--- config.mk ---
export PLATFORM = sky130hd
export DESIGN_NAME = tablewalk_unit
export DESIGN_NICKNAME = d
export VERILOG_FILES = /design/src/rtl/tablewalk_pkg.sv /design/src/rtl/tw_decode.sv /design/src/rtl/tw_addrgen.sv /design/src/rtl/tw_compose.sv /design/src/rtl/tablewalk_unit.sv
export SDC_FILE = /design/constraint.sdc
export NUM_CORES = 1
export LEC_CHECK = 0
export ABC_AREA = 1
export BUFFER_PORTS_ARGS = -buffer_cell sky130_fd_sc_hd__buf_2
export CAP_MARGIN = 10
export CORE_MARGIN = 2
export CORE_UTILIZATION = 33
export DETAILED_ROUTE_END_ITERATION = 7
export SETUP_SLACK_MARGIN = 0.2
export SLEW_MARGIN = 40
export SYNTH_ARGS = -nofsm -noshare
export SYNTH_HDL_FRONTEND = slang
export SYNTH_SLANG_ARGS = --single-unit
--- constraint.sdc ---
create_clock -name clk -period 5.4 [get_ports clk]
set_clock_uncertainty 0.15 [all_clocks]
set_input_delay 0.81 -clock clk [delete_from_list [all_inputs] [get_ports clk]]
set_output_delay 0.81 -clock clk [all_outputs]
set_load 0.05 [all_outputs]
--- src/rtl/tablewalk_pkg.sv ---
package tablewalk_pkg;
    // descriptor and physical address geometry
    localparam int DESC_W  = 32;
    localparam int PA_W    = DESC_W + 4;   // descriptors are shifted up by four
    localparam int PFN_LSB = 12;           // where descriptor bit 8 lands
    localparam int LVL_W   = 2;
    localparam logic [LVL_W-1:0] LAST_LVL = 2'd3;

    typedef enum logic [1:0] {
        ET_INVALID  = 2'd0,
        ET_TABLE    = 2'd1,
        ET_PAGE     = 2'd2,
        ET_RESERVED = 2'd3
    } entry_kind_e;

    typedef enum logic [1:0] {
        ST_IDLE   = 2'd0,
        ST_FETCH  = 2'd1,
        ST_REPORT = 2'd2
    } walk_state_e;
endpackage

--- src/rtl/tw_decode.sv ---
// Splits a fetched descriptor into its type and the next table base.
module tw_decode
    import tablewalk_pkg::*;
(
    input  logic [DESC_W-1:0] word,
    output entry_kind_e       kind,
    output logic [PA_W-1:0]   table_base
);
    assign kind       = entry_kind_e'(word[1:0]);
    // pointer field (bits above 3) moved up four places into the 36-bit space
    assign table_base = {word & {{(DESC_W-4){1'b1}}, 4'h0}, 4'h0};
endmodule

--- src/rtl/tw_addrgen.sv ---
// Descriptor address for each level; the walker picks one per read.
module tw_addrgen
    import tablewalk_pkg::*;
#(
    parameter int CTX_W  = 8,
    parameter int IDX1_W = 8,
    parameter int IDX2_W = 6,
    parameter int IDX3_W = 6
) (
    input  logic [PA_W-1:0]                   ctbase,
    input  logic [CTX_W-1:0]                  ctx,
    input  logic [IDX1_W+IDX2_W+IDX3_W-1:0]   vpn,
    input  logic [PA_W-1:0]                   table_base,
    input  logic [LVL_W-1:0]                  sel,
    output logic [PA_W-1:0]                   addr
);
    localparam int VPN_W = IDX1_W + IDX2_W + IDX3_W;

    logic [PA_W-1:0] cand [4];

    // level 0: entry in the context table
    assign cand[0] = ctbase + {{(PA_W-CTX_W-2){1'b0}}, ctx, 2'b00};

    for (genvar l = 1; l < 4; l++) begin : g_lvl
        localparam int W  = (l == 1) ? IDX1_W : (l == 2) ? IDX2_W : IDX3_W;
        localparam int LO = (l == 1) ? VPN_W - IDX1_W
                          : (l == 2) ? VPN_W - IDX1_W - IDX2_W
                          : 0;
        logic [W-1:0] idx;
        assign idx     = vpn[LO+W-1:LO];
        assign cand[l] = table_base + {{(PA_W-W-2){1'b0}}, idx, 2'b00};
    end

    assign addr = cand[sel];
endmodule

--- src/rtl/tw_compose.sv ---
// Forms the physical address from a page entry and the untranslated offset.
module tw_compose
    import tablewalk_pkg::*;
#(
    parameter int VA_W   = 32,
    parameter int IDX1_W = 8,
    parameter int IDX2_W = 6,
    parameter int IDX3_W = 6
) (
    input  logic [DESC_W-1:0] pte_word,
    input  logic [VA_W-1:0]   vaddr,
    input  logic [LVL_W-1:0]  level,
    output logic [PA_W-1:0]   paddr
);
    logic [VA_W-1:0] off [4];

    for (genvar l = 0; l < 4; l++) begin : g_off
        localparam int SH = (l == 0) ? VA_W
                          : (l == 1) ? VA_W - IDX1_W
                          : (l == 2) ? VA_W - IDX1_W - IDX2_W
                          : VA_W - IDX1_W - IDX2_W - IDX3_W;
        localparam logic [63:0] MASK = (64'd1 << SH) - 64'd1;
        assign off[l] = vaddr & MASK[VA_W-1:0];
    end

    assign paddr = {pte_word & {{(DESC_W-8){1'b1}}, 8'h00}, 4'h0}
                 | {{(PA_W-VA_W){1'b0}}, off[level]};
endmodule

--- src/rtl/tablewalk_unit.sv ---
// Translation table walker: context entry plus up to three table levels.
module tablewalk_unit
    import tablewalk_pkg::*;
#(
    parameter int VA_W   = 32,
    parameter int CTX_W  = 8,
    parameter int IDX1_W = 8,
    parameter int IDX2_W = 6,
    parameter int IDX3_W = 6
) (
    input  logic              clk,
    input  logic              rst,
    input  logic              req_valid,
    output logic              req_ready,
    input  logic [VA_W-1:0]   req_vaddr,
    input  logic [CTX_W-1:0]  req_ctx,
    input  logic [PA_W-1:0]   req_ctbase,
    output logic              mem_req,
    output logic [PA_W-1:0]   mem_addr,
    input  logic              mem_valid,
    input  logic [DESC_W-1:0] mem_rdata,
    output logic              done,
    output logic [PA_W-1:0]   res_paddr,
    output logic [LVL_W-1:0]  res_level,
    output logic              res_fault
);
    localparam int VPN_W   = IDX1_W + IDX2_W + IDX3_W;
    localparam int PAGE_SH = VA_W - VPN_W;

    walk_state_e      state_q, state_d;
    logic [VA_W-1:0]  vaddr_q;
    logic [LVL_W-1:0] level_q;
    logic [PA_W-1:0]  addr_q;
    logic [PA_W-1:0]  paddr_q;
    logic [LVL_W-1:0] hit_q;
    logic             fault_q;

    entry_kind_e      kind;
    logic [PA_W-1:0]  next_base;
    logic [PA_W-1:0]  walk_addr;
    logic [PA_W-1:0]  composed;
    logic [LVL_W-1:0] sel;
    logic             descend;

    tw_decode u_decode (
        .word       (mem_rdata),
        .kind       (kind),
        .table_base (next_base)
    );

    tw_addrgen #(
        .CTX_W  (CTX_W),
        .IDX1_W (IDX1_W),
        .IDX2_W (IDX2_W),
        .IDX3_W (IDX3_W)
    ) u_addrgen (
        .ctbase     (req_ctbase),
        .ctx        (req_ctx),
        .vpn        (vaddr_q[VA_W-1:PAGE_SH]),
        .table_base (next_base),
        .sel        (sel),
        .addr       (walk_addr)
    );

    tw_compose #(
        .VA_W   (VA_W),
        .IDX1_W (IDX1_W),
        .IDX2_W (IDX2_W),
        .IDX3_W (IDX3_W)
    ) u_compose (
        .pte_word (mem_rdata),
        .vaddr    (vaddr_q),
        .level    (level_q),
        .paddr    (composed)
    );

    // idle selects the context entry; otherwise the level below the current one
    assign sel     = (state_q == ST_IDLE) ? '0 : level_q + 2'd1;
    assign descend = (kind == ET_TABLE) && (level_q != LAST_LVL);

    // state register
    always_ff @(posedge clk) begin
        if (rst) state_q <= ST_IDLE;
        else     state_q <= state_d;
    end

    // transitions: ACCEPT, DESCEND, MAP, ABORT, RETIRE
    always_comb begin
        state_d = state_q;
        unique case (state_q)
            ST_IDLE:   if (req_valid) state_d = ST_FETCH;
            ST_FETCH:  if (mem_valid) state_d = descend ? ST_FETCH : ST_REPORT;
            ST_REPORT: state_d = ST_IDLE;
            default:   state_d = ST_IDLE;
        endcase
    end

    // walk and result registers
    always_ff @(posedge clk) begin
        if (rst) begin
            vaddr_q <= '0;
            level_q <= '0;
            addr_q  <= '0;
            paddr_q <= '0;
            hit_q   <= '0;
            fault_q <= 1'b0;
        end else begin
            unique case (state_q)
                ST_IDLE: begin
                    if (req_valid) begin
                        vaddr_q <= req_vaddr;
                        level_q <= '0;
                        addr_q  <= walk_addr;
                    end
                end
                ST_FETCH: begin
                    if (mem_valid) begin
                        if (kind == ET_PAGE) begin
                            paddr_q <= composed;
                            hit_q   <= level_q;
                            fault_q <= 1'b0;
                        end else if (descend) begin
                            addr_q  <= walk_addr;
                            level_q <= level_q + 2'd1;
                        end else begin
                            paddr_q <= '0;
                            hit_q   <= level_q;
                            fault_q <= 1'b1;
                        end
                    end
                end
                ST_REPORT: ;
                default: ;
            endcase
        end
    end

    assign req_ready = (state_q == ST_IDLE);
    assign mem_req   = (state_q == ST_FETCH);
    assign mem_addr  = addr_q;
    assign done      = (state_q == ST_REPORT);
    assign res_paddr = paddr_q;
    assign res_level = hit_q;
    assign res_fault = fault_q;
endmodule

==> flow_summary_export.csv, run 1 <==
group,metric,value,unit
sta,rsz0062_at_grt,"false",
global_route,grt_max_degree,57,
power,ir_worst_vdd,0.1533,mV
synth,synth_area_per_cell,6.364,um^2
power,power.total,2.471,mW
worst_setup_path,critPathRequiredTime,5.54,ns
sta,worst_pin_slew,0.7542,ns
die,die_w,149.2,um
synth,yosysWarnings,0,
cts,hold_buffers,0,
worst_setup_path,endpoint_kind,"register",
route,drt_iter0_markers,560,
run,cap_viol_max_count,0,
cts,cts.clk_slew.worst_paths,0.09,ns
cells_and_area,drive_gt1_frac,0.1997,
route,drt_first_pass_iters,5,
die,start_util,0.3333,
die,die_height,149.2,um
synth,synth.top_cell.area_share,0.3192,
cts,cts_buffer_depth,2,
route,via_per_inst,5.066,
route,wl_per_cell,16.48,um
placed_design,io_buffer_count,187,
route,wirelength,25210,um
worst_setup_path,ff2ff_path_depth,6,
die,core-area,0.02089,mm^2
power,power_frac_clock,0.289,
worst_setup_path,r2r_start,"level_q[0]",
worst_setup_path,worst-r2r-setup-slack,2.42,ns
cts,h-tree-depth,3,
synth,syn_nets,1219,
worst_setup_path,crit_type,"reg2reg",
global_route,grt_pass1_vias,7107,
power,power_density,296.9,mW/mm^2
synth,synth_cells,1094,
synth,synth_area_leader_cell,"dfxtp_1",
hold_path,min_to,"mem_addr[29]",
cts,clock-root-buffer,"clkbuf_16",
die,die_area,0.02227,mm^2
cts,post-cts-setup-buffers,0,
route,drcViolationCount,0,
global_route,grt_pass1_wl,38700,um
route,detail-route-antenna-nets,0,
sta,setup_tns,0,ns
worst_setup_path,crit_arrival,3.12,ns
hold_path,worstHoldPathCells,2,
placed_design,dp_hpwl,19110,um
cts,cts_tree,"done",
cells_and_area,nFillCells,2335,
cts,worst_skew_pair.late_latency,0.37,ns
placed_design,gp_congestion,0.9380,
power,total_leakage_power,4.001,nW
route,num_vias,7751,
cts,tritoncts.num_buffers,9,
sta,period_needed,2.979,ns
global_route,antenna_found_initial,1,
global_route,grt.overflow.total,0,
run_status,status,"finished clean",
synth,synth_area,0.006962,mm^2
power,power.share.switching,0.4121,
worst_setup_path,critPathMaxStageDelay,0.73,ns
power,p_int,1.453,mW
synth,synthTopCellsByArea,"dfxtp_1 32%, nand2_1 14%, nor2_1 7.5%",
sta,max_freq,335.7,MHz
cells_and_area,area_growth,19.54,%
cts,cts_sinks,111,
sta,setup_viol,0,
worst_setup_path,r2r_end,"mem_addr[5]",
sta,hold_viol_final,0,
worst_setup_path,startpoint,"level_q[0]",
power,combPwrFrac,0.327,
worst_setup_path,cp_slowest_cell,"inv_2",
power,p_switching,1.018,mW
synth,synth_seq_cells,111,
synth,ys_types,41,
die,rows,53,
hold_path,min_from,"mem_addr[29]",
sta,slew_violations,0,
synth,seq_area_frac_synth,0.3192,
cts,post_cts_resized,0,
worst_setup_path,path_cells,"ha_1, o21ai_2, nand4_4, inv_2, o21ai_0, a31oi_1",
die,ioPinCount,190,
worst_setup_path,crit_fanout,46,
sta,slew_headroom,0.4965,
sta,post-route-period-util,0.5517,
worst_setup_path,start_kind,"register",
power,seq_power_share,0.384,
cells_and_area,finalNetCount,1372,
global_route,grt.total_usage,0.2236,
hold_path,min_path_type,"reg2reg",
[layout by cell type, fill, tap and decap left out, types with 2 or more instances in the layout]
cell | Yosys | final
inv_1 | 109 | 108
nor3_4 | 3 | 3
inv_2 | 10 | 10
nand3_1 | 95 | 95
xor2_1 | 5 | 5
ha_1 | 11 | 11
a22oi_1 | 24 | 24
clkbuf_16 | 0 | 9
fa_1 | 2 | 2
or2_2 | 2 | 2
o211ai_1 | 11 | 11
o21ai_1 | 5 | 5
nand2_4 | 2 | 2
nand2_2 | 6 | 6
nor3_1 | 10 | 10
nand2_1 | 261 | 261
a31oi_1 | 7 | 7
nand4_1 | 10 | 10
nor2_2 | 5 | 5
buf_2 | 12 | 187
o21ai_0 | 84 | 84
buf_4 | 12 | 4
o21bai_1 | 4 | 4
xnor2_1 | 3 | 3
nor2_1 | 139 | 139
nand3b_1 | 5 | 5
nor2_4 | 3 | 3
diode_2 | 0 | 3
clkinv_8 | 0 | 2
dfxtp_1 | 111 | 111
nor3_2 | 4 | 4
a21oi_1 | 102 | 102
o21ai_2 | 2 | 2
nand3_2 | 3 | 3
inv_8 | 0 | 3
[through the flow]
step | instance area [um^2] | util | hold WS, ns | std cells | setup slack (ns)
floorplan | 6962 | - | 0.2891 | 1094 | 2.982
global placement | 7998 | 0.3829 | 0.3034 | 1511 | 2.244
detailed placement | 7998 | 0.3829 | 0.3048 | 1511 | 2.234
CTS | 8314 | 0.3980 | 0.3178 | 1527 | 2.424
global route | 8317 | 0.3981 | 0.3233 | 1528 | 2.138
finish | 8322 | 0.3984 | 0.3139 | 1530 | 2.421
[sequential cells by signal, indices dropped and copies added, names as in the netlist]
name       flops
res_paddr     36
mem_addr      36
state_q        2
res_fault      1
level_q        2
res_level      2
vaddr_q       32
[power groups by stage]
stage / Combinational [mW] / Clock (mW) / Sequential (mW)
3_5_place_dp: 0.807 / 0 / 0.966
6_report: 0.809 / 0.714 / 0.948
5_1_grt: 0.888 / 0.766 / 0.957
3_3_place_gp: 0.803 / 0 / 0.966
4_1_cts: 0.811 / 0.734 / 0.947
2_1_floorplan: 0.412 / 0 / 1.13
[critical path, delay by kind of cell, from the launching register on]
family	cells	cell delay [ns]
AND/OR/NAND/NOR	1	0.61
buffers and inverters	1	0.73
flip-flops	1	0.50
AO/OA/AOI/OAI	3	0.56
adder cells (fa/ha/maj)	1	0.32
[metal layers]
layer / GRT usage / vias to the layer above / share of wire
li1: - / 3907 / -
met1: 0.3017 / 3553 / 0.44
met2: 0.3624 / 269 / 0.45
met3: 0.05321 / 22 / 0.089
met4: 0.05095 / 0 / 0.016
met5: 0 / - / 0
[cell usage after synthesis]
cell and number:
fa_1 2, a211oi_1 1, or2_2 2, nand2_4 2
a22oi_1 24, buf_6 4, dfxtp_1 111, buf_2 12
o21ai_0 84, nor2_4 3, buf_1 2, xor2_1 5
buf_4 12, o21ai_1 5, nor2_2 5, a31oi_1 7
nand2_2 6, a21oi_1 102, a21oi_2 1, nand4_1 10
o211ai_1 11, nor3_1 10, ha_1 11, nor3_4 3
nand2_1 261, nand4_4 1, clkbuf_1 19, o21bai_1 4
nor2_1 139, nor2_8 1, nor3_2 4, nand3_1 95
nand3b_1 5, inv_1 109, nand3_2 3, xnor2_1 3
a21o_1 1, o21ai_2 2, nor4_1 1, inv_2 10
or2_1 1
[worst max path at each step]
stage / end / slack, ns
after floorplan: mem_addr[16] / 2.98
after global placement: mem_addr[6] / 2.24
after detailed placement: mem_addr[5] / 2.23
after CTS: mem_addr[4] / 2.42
after global routing: mem_addr[5] / 2.14
final: mem_addr[5] / 2.42
[kinds of logic after synthesis]
kind of cell,Yosys count,share of synthesized area
simple gates,552,0.3501
compound gates,242,0.1916
buf+inv,168,0.1035
flops,111,0.3192
fa+ha+maj,13,0.02552
xor+xnor,8,0.01007
[area by class of cell]
type	count	area [um^2]	share of cell area
Sequential cell	111	2222	0.2670
Clock inverter	7	91.34	0.01098
Antenna cell	3	7.507	0.0009021
Inverter	119	446.7	0.05368
Tap cell	275	344.1	0.04135
Clock buffer	9	225.2	0.02706
Multi-Input combinational cell	815	4019	0.4829
Timing Repair Buffer	191	965.9	0.1161
Note: power is estimated with default switching activity, not from simulation.
==> inputs of run 2 (changes only) <==
--- a/config.mk
+++ b/config.mk
@@ -5,7 +5,7 @@
 export SDC_FILE = /design/constraint.sdc
 export NUM_CORES = 1
 export LEC_CHECK = 0
-export ABC_AREA = 1
+export ABC_AREA = 0
 export BUFFER_PORTS_ARGS = -buffer_cell sky130_fd_sc_hd__buf_2
 export CAP_MARGIN = 10
 export CORE_MARGIN = 2
==> constraint.sdc (replaced) <==
create_clock -name clk -period 2.77 [get_ports clk]
set_clock_uncertainty 0.15 [all_clocks]
set_input_delay 0.4155 -clock clk [delete_from_list [all_inputs] [get_ports clk]]
set_output_delay 0.4155 -clock clk [all_outputs]
set_load 0.05 [all_outputs]
==> flow_summary_export.csv, run 2 <==
group,metric,value,unit
worst_setup_path,crit_fanout,15,
global_route,grt.total_usage,0.2187,
die,die_w,140.1,um
power,power.total,4.451,mW
sta,setup_tns,0,ns
global_route,grt_pass1_wl,33900,um
placed_design,io_buffer_count,187,
route,wl_per_cell,18.23,um
sta,worst_pin_slew,0.8086,ns
synth,synth_area_leader_cell,"dfxtp_1",
worst_setup_path,endpoint_kind,"register",
synth,synthTopCellsByArea,"dfxtp_1 36%, a21oi_1 9.1%, nand2_1 7.9%",
worst_setup_path,worst-r2r-setup-slack,0.29,ns
worst_setup_path,path_delay_family,"compound AO/OA/AOI/OAI gates",
global_route,grt_pass1_vias,6212,
cts,cts_buffer_depth,2,
worst_setup_path,crit_type,"reg2reg",
worst_setup_path,worst-path-stages,7,
synth,seq_area_frac_synth,0.3633,
cts,clock-root-buffer,"clkbuf_16",
synth,synth_area,0.006116,mm^2
synth,synth_most_common_cell,"nand2_1",
synth,ys_async_sr_fraction,0,
worst_setup_path,critPathRequiredTime,2.89,ns
sta,slew_headroom,0.4589,
power,power_density,573.0,mW/mm^2
sta,setup_viol,0,
route,drt_first_pass_iters,8,
sta,period_needed,2.479,ns
cells_and_area,area_growth,27.03,%
synth,synth_area_per_cell,7.712,um^2
hold_path,worstHoldPathCells,3,
power,total_leakage_power,3.270,nW
run_status,violations,"design-rule violations",
synth,synth_edf_count,0,
cells_and_area,finalNetCount,1108,
die,die_area,0.01964,mm^2
worst_setup_path,critPathMaxStageDelay,0.56,ns
route,via_per_inst,5.448,
worst_setup_path,cp_slowest_cell,"a221o_2",
synth,ys_types,65,
power,ir_worst_vdd,0.3083,mV
cts,h-tree-depth,3,
hold_path,min_from,"req_vaddr[28]",
cts,cts_tree,"done",
route,detail-route-antenna-nets,0,
route,wirelength,22210,um
synth,synth_common_cells,"128 x nand2_1, 111 x a21oi_1, 111 x dfxtp_1",
route,drt_iter0_markers,461,
worst_setup_path,critPathBufInv,1,
die,rows,49,
global_route,grt_max_degree,63,
cts,cts.clk_slew.worst_paths,0.08,ns
die,ioPinCount,190,
sta,max_freq,403.5,MHz
cells_and_area,final-instance-count-excl-fill,1218,
synth,synth_seq_cells,111,
cells_and_area,final_common_cell,"buf_2",
die,start_util,0.3382,
worst_setup_path,crit_arrival,2.60,ns
cells_and_area,mostFrequentLayoutCells,"186 x buf_2, 128 x nand2_1, 111 x a21oi_1, 111 x dfxtp_1, 86 x nor2_1",
worst_setup_path,r2r_start,"level_q[0]",
synth,synth.top_cell.area_share,0.3633,
sta,post-route-period-util,0.8948,
route,drcViolationCount,8,
global_route,antenna_found_initial,4,
synth,synth_cells,793,
sta,slew_violations,0,
synth,synth_ff_type,"dfxtp_1",
sta,rsz0062_at_grt,"true",
hold_path,min_path_type,"in2reg",
worst_setup_path,ff2ff_path_depth,7,
worst_setup_path,start_kind,"register",
run,cap_viol_max_count,0,
route,num_vias,6636,
cts,worst_skew_pair.late_latency,0.36,ns
synth,syn_nets,918,
cells_and_area,drive_gt1_frac,0.2723,
die,core-area,0.01809,mm^2
run_status,status,"finished with violations",
placed_design,gp_congestion,0.8856,
die,die_height,140.1,um
worst_setup_path,startpoint,"level_q[0]",
global_route,grt.overflow.total,0,
sta,hold_viol_final,0,
worst_setup_path,path_cells,"ha_1, or3b_4, a221o_2, buf_4, a311oi_2, a21oi_1, a311oi_1",
synth,yosysWarnings,0,
cts,cts_sinks,111,
placed_design,place_inst,1199,
cts,tritoncts.num_buffers,9,
placed_design,dp_hpwl,16510,um
==> run 2: cell types whose count changed in the layout (fill, tap and decap cells not counted), moves of 44 or more <==
cell | previous run | this run
buf_4 | 4 | 48
inv_1 | 108 | 1
nand2_1 | 261 | 128
nand3_1 | 95 | 30
nor2_1 | 139 | 86
o21ai_0 | 84 | 27
==> run 2: worst paths after layout <==
path,endpoint
max,mem_addr[18]
min,vaddr_q[28]
max reg2reg,mem_addr[18]
min reg2reg,res_paddr[22]
==> run 2: routing by layer <==
layer | vias up | GRT usage | part of all wire
met2 | 229 | 0.3679 | 0.48
met4 | 4 | 0.05104 | 0.016
met3 | 33 | 0.05812 | 0.076
li1 | 3247 | - | -
met1 | 3123 | 0.2811 | 0.43
met5 | - | 0 | 0.0012
==> run 2: repair_timing <==
item                                    4_1_cts  5_1_grt
resized for setup                             1        3
endpoints found under the setup margin        1       11
hold endpoints to repair                      0        0
hold buffers                                  0        0
buffers inserted                              0        2
pin swaps                                     0        2
==> run 2: final cells by class <==
| type | count | area (um^2) |
|---|---|---|
| fill | 1911 | 10320 |
| sequential | 111 | 2222 |
| antenna | 1 | 2.502 |
| inverter | 1 | 3.754 |
| tap | 229 | 286.5 |
| clock inverter | 5 | 40.04 |
| clock buffer | 11 | 252.7 |
| multi-input combinational | 626 | 3670 |
| timing repair buffer | 234 | 1291 |
==> run 2: cell families (layout without fill, tap and decap cells) <==
logic type,count (synthesis),count (layout),synth area share
buffers and inverters,56,251,0.04010
other,0,1,0
AND/OR/NAND/NOR,324,324,0.2453
flip-flops,111,111,0.3633
XOR/XNOR,34,34,0.04869
AO/OA/AOI/OAI,247,247,0.2604
adder cells (fa/ha/maj),13,13,0.02905
multiplexers,8,8,0.01309
==> run 2: where the power goes <==
part | switching (mW) | total (mW) | leakage, nW | internal, mW
registers | 0.0860 | 1.80 | 0.907 | 1.71
logic | 0.909 | 1.34 | 2.23 | 0.427
clock network | 0.650 | 1.32 | 0.134 | 0.666
==> run 2: per-stage QoR <==
stage          hold slack, ns    util  setup WS [ns]  instance area (um^2)
3_3_place_gp           0.2857  0.4115        0.02509                  7442
6_report               0.1331  0.4295         0.2914                  7769
2_1_floorplan          0.2860       -         0.2181                  6116
4_1_cts                0.1275  0.4277         0.2840                  7736
3_5_place_dp           0.2926  0.4115        0.06167                  7442
5_1_grt                0.1304  0.4295         0.1348                  7769
==> run 2: worst register-to-register path: stages (launching register included) <==
cell and delay (ns):
dfxtp_1 0.32, ha_1 0.20, or3b_4 0.42, a221o_2 0.56
buf_4 0.25, a311oi_2 0.19, a21oi_1 0.06, a311oi_1 0.25
==> inputs of run 3 (changes only) <==
--- a/config.mk
+++ b/config.mk
@@ -11,6 +11,8 @@
 export CORE_MARGIN = 2
 export CORE_UTILIZATION = 33
 export DETAILED_ROUTE_END_ITERATION = 7
+export HOLD_SLACK_MARGIN = 0.06
+export PLACE_DENSITY = 0.57
 export SETUP_SLACK_MARGIN = 0.2
 export SLEW_MARGIN = 40
 export SYNTH_ARGS = -nofsm -noshare
==> constraint.sdc (replaced) <==
create_clock -name clk -period 2.2 [get_ports clk]
set_clock_uncertainty 0.15 [all_clocks]
set_input_delay 0.33 -clock clk [delete_from_list [all_inputs] [get_ports clk]]
set_output_delay 0.33 -clock clk [all_outputs]
set_load 0.05 [all_outputs]
==> flow_summary_export.csv, run 3 (synthesis results as in run 2) <==
group,metric,value,unit
run_status,status,"finished with violations",
run_status,violations,"design-rule violations, negative setup slack",
placed_design,dp_hpwl,17600,um
cells_and_area,stdcell_area,0.009356,mm^2
route,drt_first_pass_iters,7,
route,wirelength,23740,um
cells_and_area,drive_gt1_frac,0.3923,
global_route,grt_pass1_wl,36340,um
sta,slew_violations,0,
die,die_w,140.1,um
global_route,antenna_found_initial,3,
cells_and_area,area_growth,52.99,%
cts,worst_skew_pair.late_latency,0.36,ns
global_route,grt_pass1_vias,6846,
global_route,grt.overflow.total,0,
cells_and_area,mostFrequentLayoutCells,"186 x buf_2, 117 x nand2_1, 108 x dfxtp_1",
route,drt_iter0_markers,394,
power,ir_worst_vdd,0.4603,mV
sta,setup_viol,20,
hold_path,min_path_type,"in2reg",
die,start_util,0.3382,
worst_setup_path,worst-r2r-setup-slack,-0.12,ns
sta,worst_pin_slew,0.8180,ns
cts,tritoncts.num_buffers,9,
sta,period_needed,2.318,ns
cells_and_area,finalNetCount,1216,
cells_and_area,final_common_cell,"buf_2",
route,drcViolationCount,16,
cts,cts_tree,"done",
die,die_area,0.01964,mm^2
global_route,grt_max_degree,106,
route,wl_per_cell,17.89,um
cts,h-tree-depth,3,
die,core-area,0.01809,mm^2
power,power_density,662.9,mW/mm^2
worst_setup_path,start_kind,"register",
worst_setup_path,crit_arrival,2.45,ns
cts,cts_sinks,111,
cells_and_area,fin_util,0.5173,
sta,hold_ws,0.06456,ns
route,num_vias,7086,
die,die_height,140.1,um
power,total_leakage_power,3.946,nW
sta,fin_ws,-0.1177,ns
power,power.total,6.203,mW
global_route,grt.total_usage,0.2344,
worst_setup_path,crit_fanout,8,
worst_setup_path,crit_type,"reg2reg",
sta,hold_viol_final,0,
die,rows,49,
worst_setup_path,endpoint_kind,"register",
route,detail-route-antenna-nets,0,
sta,rsz0062_at_grt,"true",
placed_design,placed_area,0.008164,mm^2
cts,clock-root-buffer,"clkbuf_16",
placed_design,io_buffer_count,187,
sta,max_freq,431.5,MHz
placed_design,gp_congestion,0.8898,
cts,cts.clk_slew.worst_paths,0.08,ns
run,cap_viol_max_count,0,
route,via_per_inst,5.340,
die,ioPinCount,190,
cts,cts_buffer_depth,2,
sta,slew_headroom,0.4527,
worst_setup_path,critPathRequiredTime,2.33,ns
sta,post-route-period-util,1.054,
## run 3: cell types whose count changed in the layout (fill, tap and decap cells not counted), sizes merged
| cell | previous run | this run |
|---|---|---|
| buf | 234 | 316 |
| dlygate4sd3 | 0 | 25 |
| clkinvlp | 3 | 0 |
| inv | 2 | 5 |
| bufinv | 0 | 1 |
| clkbuf | 11 | 10 |
| clkinv | 1 | 2 |
| diode | 1 | 2 |
## run 3: power breakdown
part           internal (mW)  leakage (nW)  total, mW  switching, mW
Combinational          0.851          2.88       2.18           1.33
Clock                  0.914         0.154       1.76          0.844
Sequential              2.16         0.909       2.26          0.106
Total                   3.92          3.95       6.20           2.28
## run 3: metal layers
metal	vias to the layer above	GRT usage	part of all wire
met2	231	0.3803	0.47
met1	3339	0.3066	0.44
met5	-	0	0.00055
met3	46	0.06598	0.062
li1	3468	-	-
met4	2	0.06486	0.026
## run 3: repair_timing
item | CTS | global route
hold buffers | 25 | 0
resized for setup | 49 | 56
gates cloned | 0 | 1
hold endpoints to repair | 25 | 0
setup endpoints to repair | 55 | 47
setup buffers | 15 | 3
pin swaps | 18 | 16
## run 3: metrics by stage
step,setup slack (ns),cells,TNS (ns)
after floorplan,-0.009658,793,-0.009658
after global placement,-0.5867,1265,-10.02
after detailed placement,-0.6576,1265,-8.502
after CTS,-0.1067,1321,-1.022
after global routing,-0.1579,1326,-2.257
final,-0.1177,1327,-0.9923
## run 3: worst paths after layout
check                  endpoint  depth (start not counted)           from
hold / removal      mem_addr[1]                          3  req_ctbase[1]
hold reg to reg   res_paddr[22]                          2  res_paddr[22]
setup reg to reg   mem_addr[18]                          7     level_q[0]
setup / recovery   mem_addr[18]                          7     level_q[0]
## run 3: critical path: stages (launching register included)
cell	delay, ns
dfxtp_4	0.35
ha_4	0.15
or3b_4	0.40
a221o_1	0.38
buf_6	0.18
a311oi_2	0.32
a21oi_2	0.07
a311oi_1	0.23
## run 3: layout make-up
type / count / area [um^2]
Clock buffer: 9 / 225.2
Fill cell: 1730 / 8730
Antenna cell: 2 / 5.005
Tap cell: 229 / 286.5
Timing Repair Buffer: 342 / 2345
Clock inverter: 7 / 87.58
Multi-Input combinational cell: 626 / 4175
Inverter: 1 / 3.754
Sequential cell: 111 / 2228
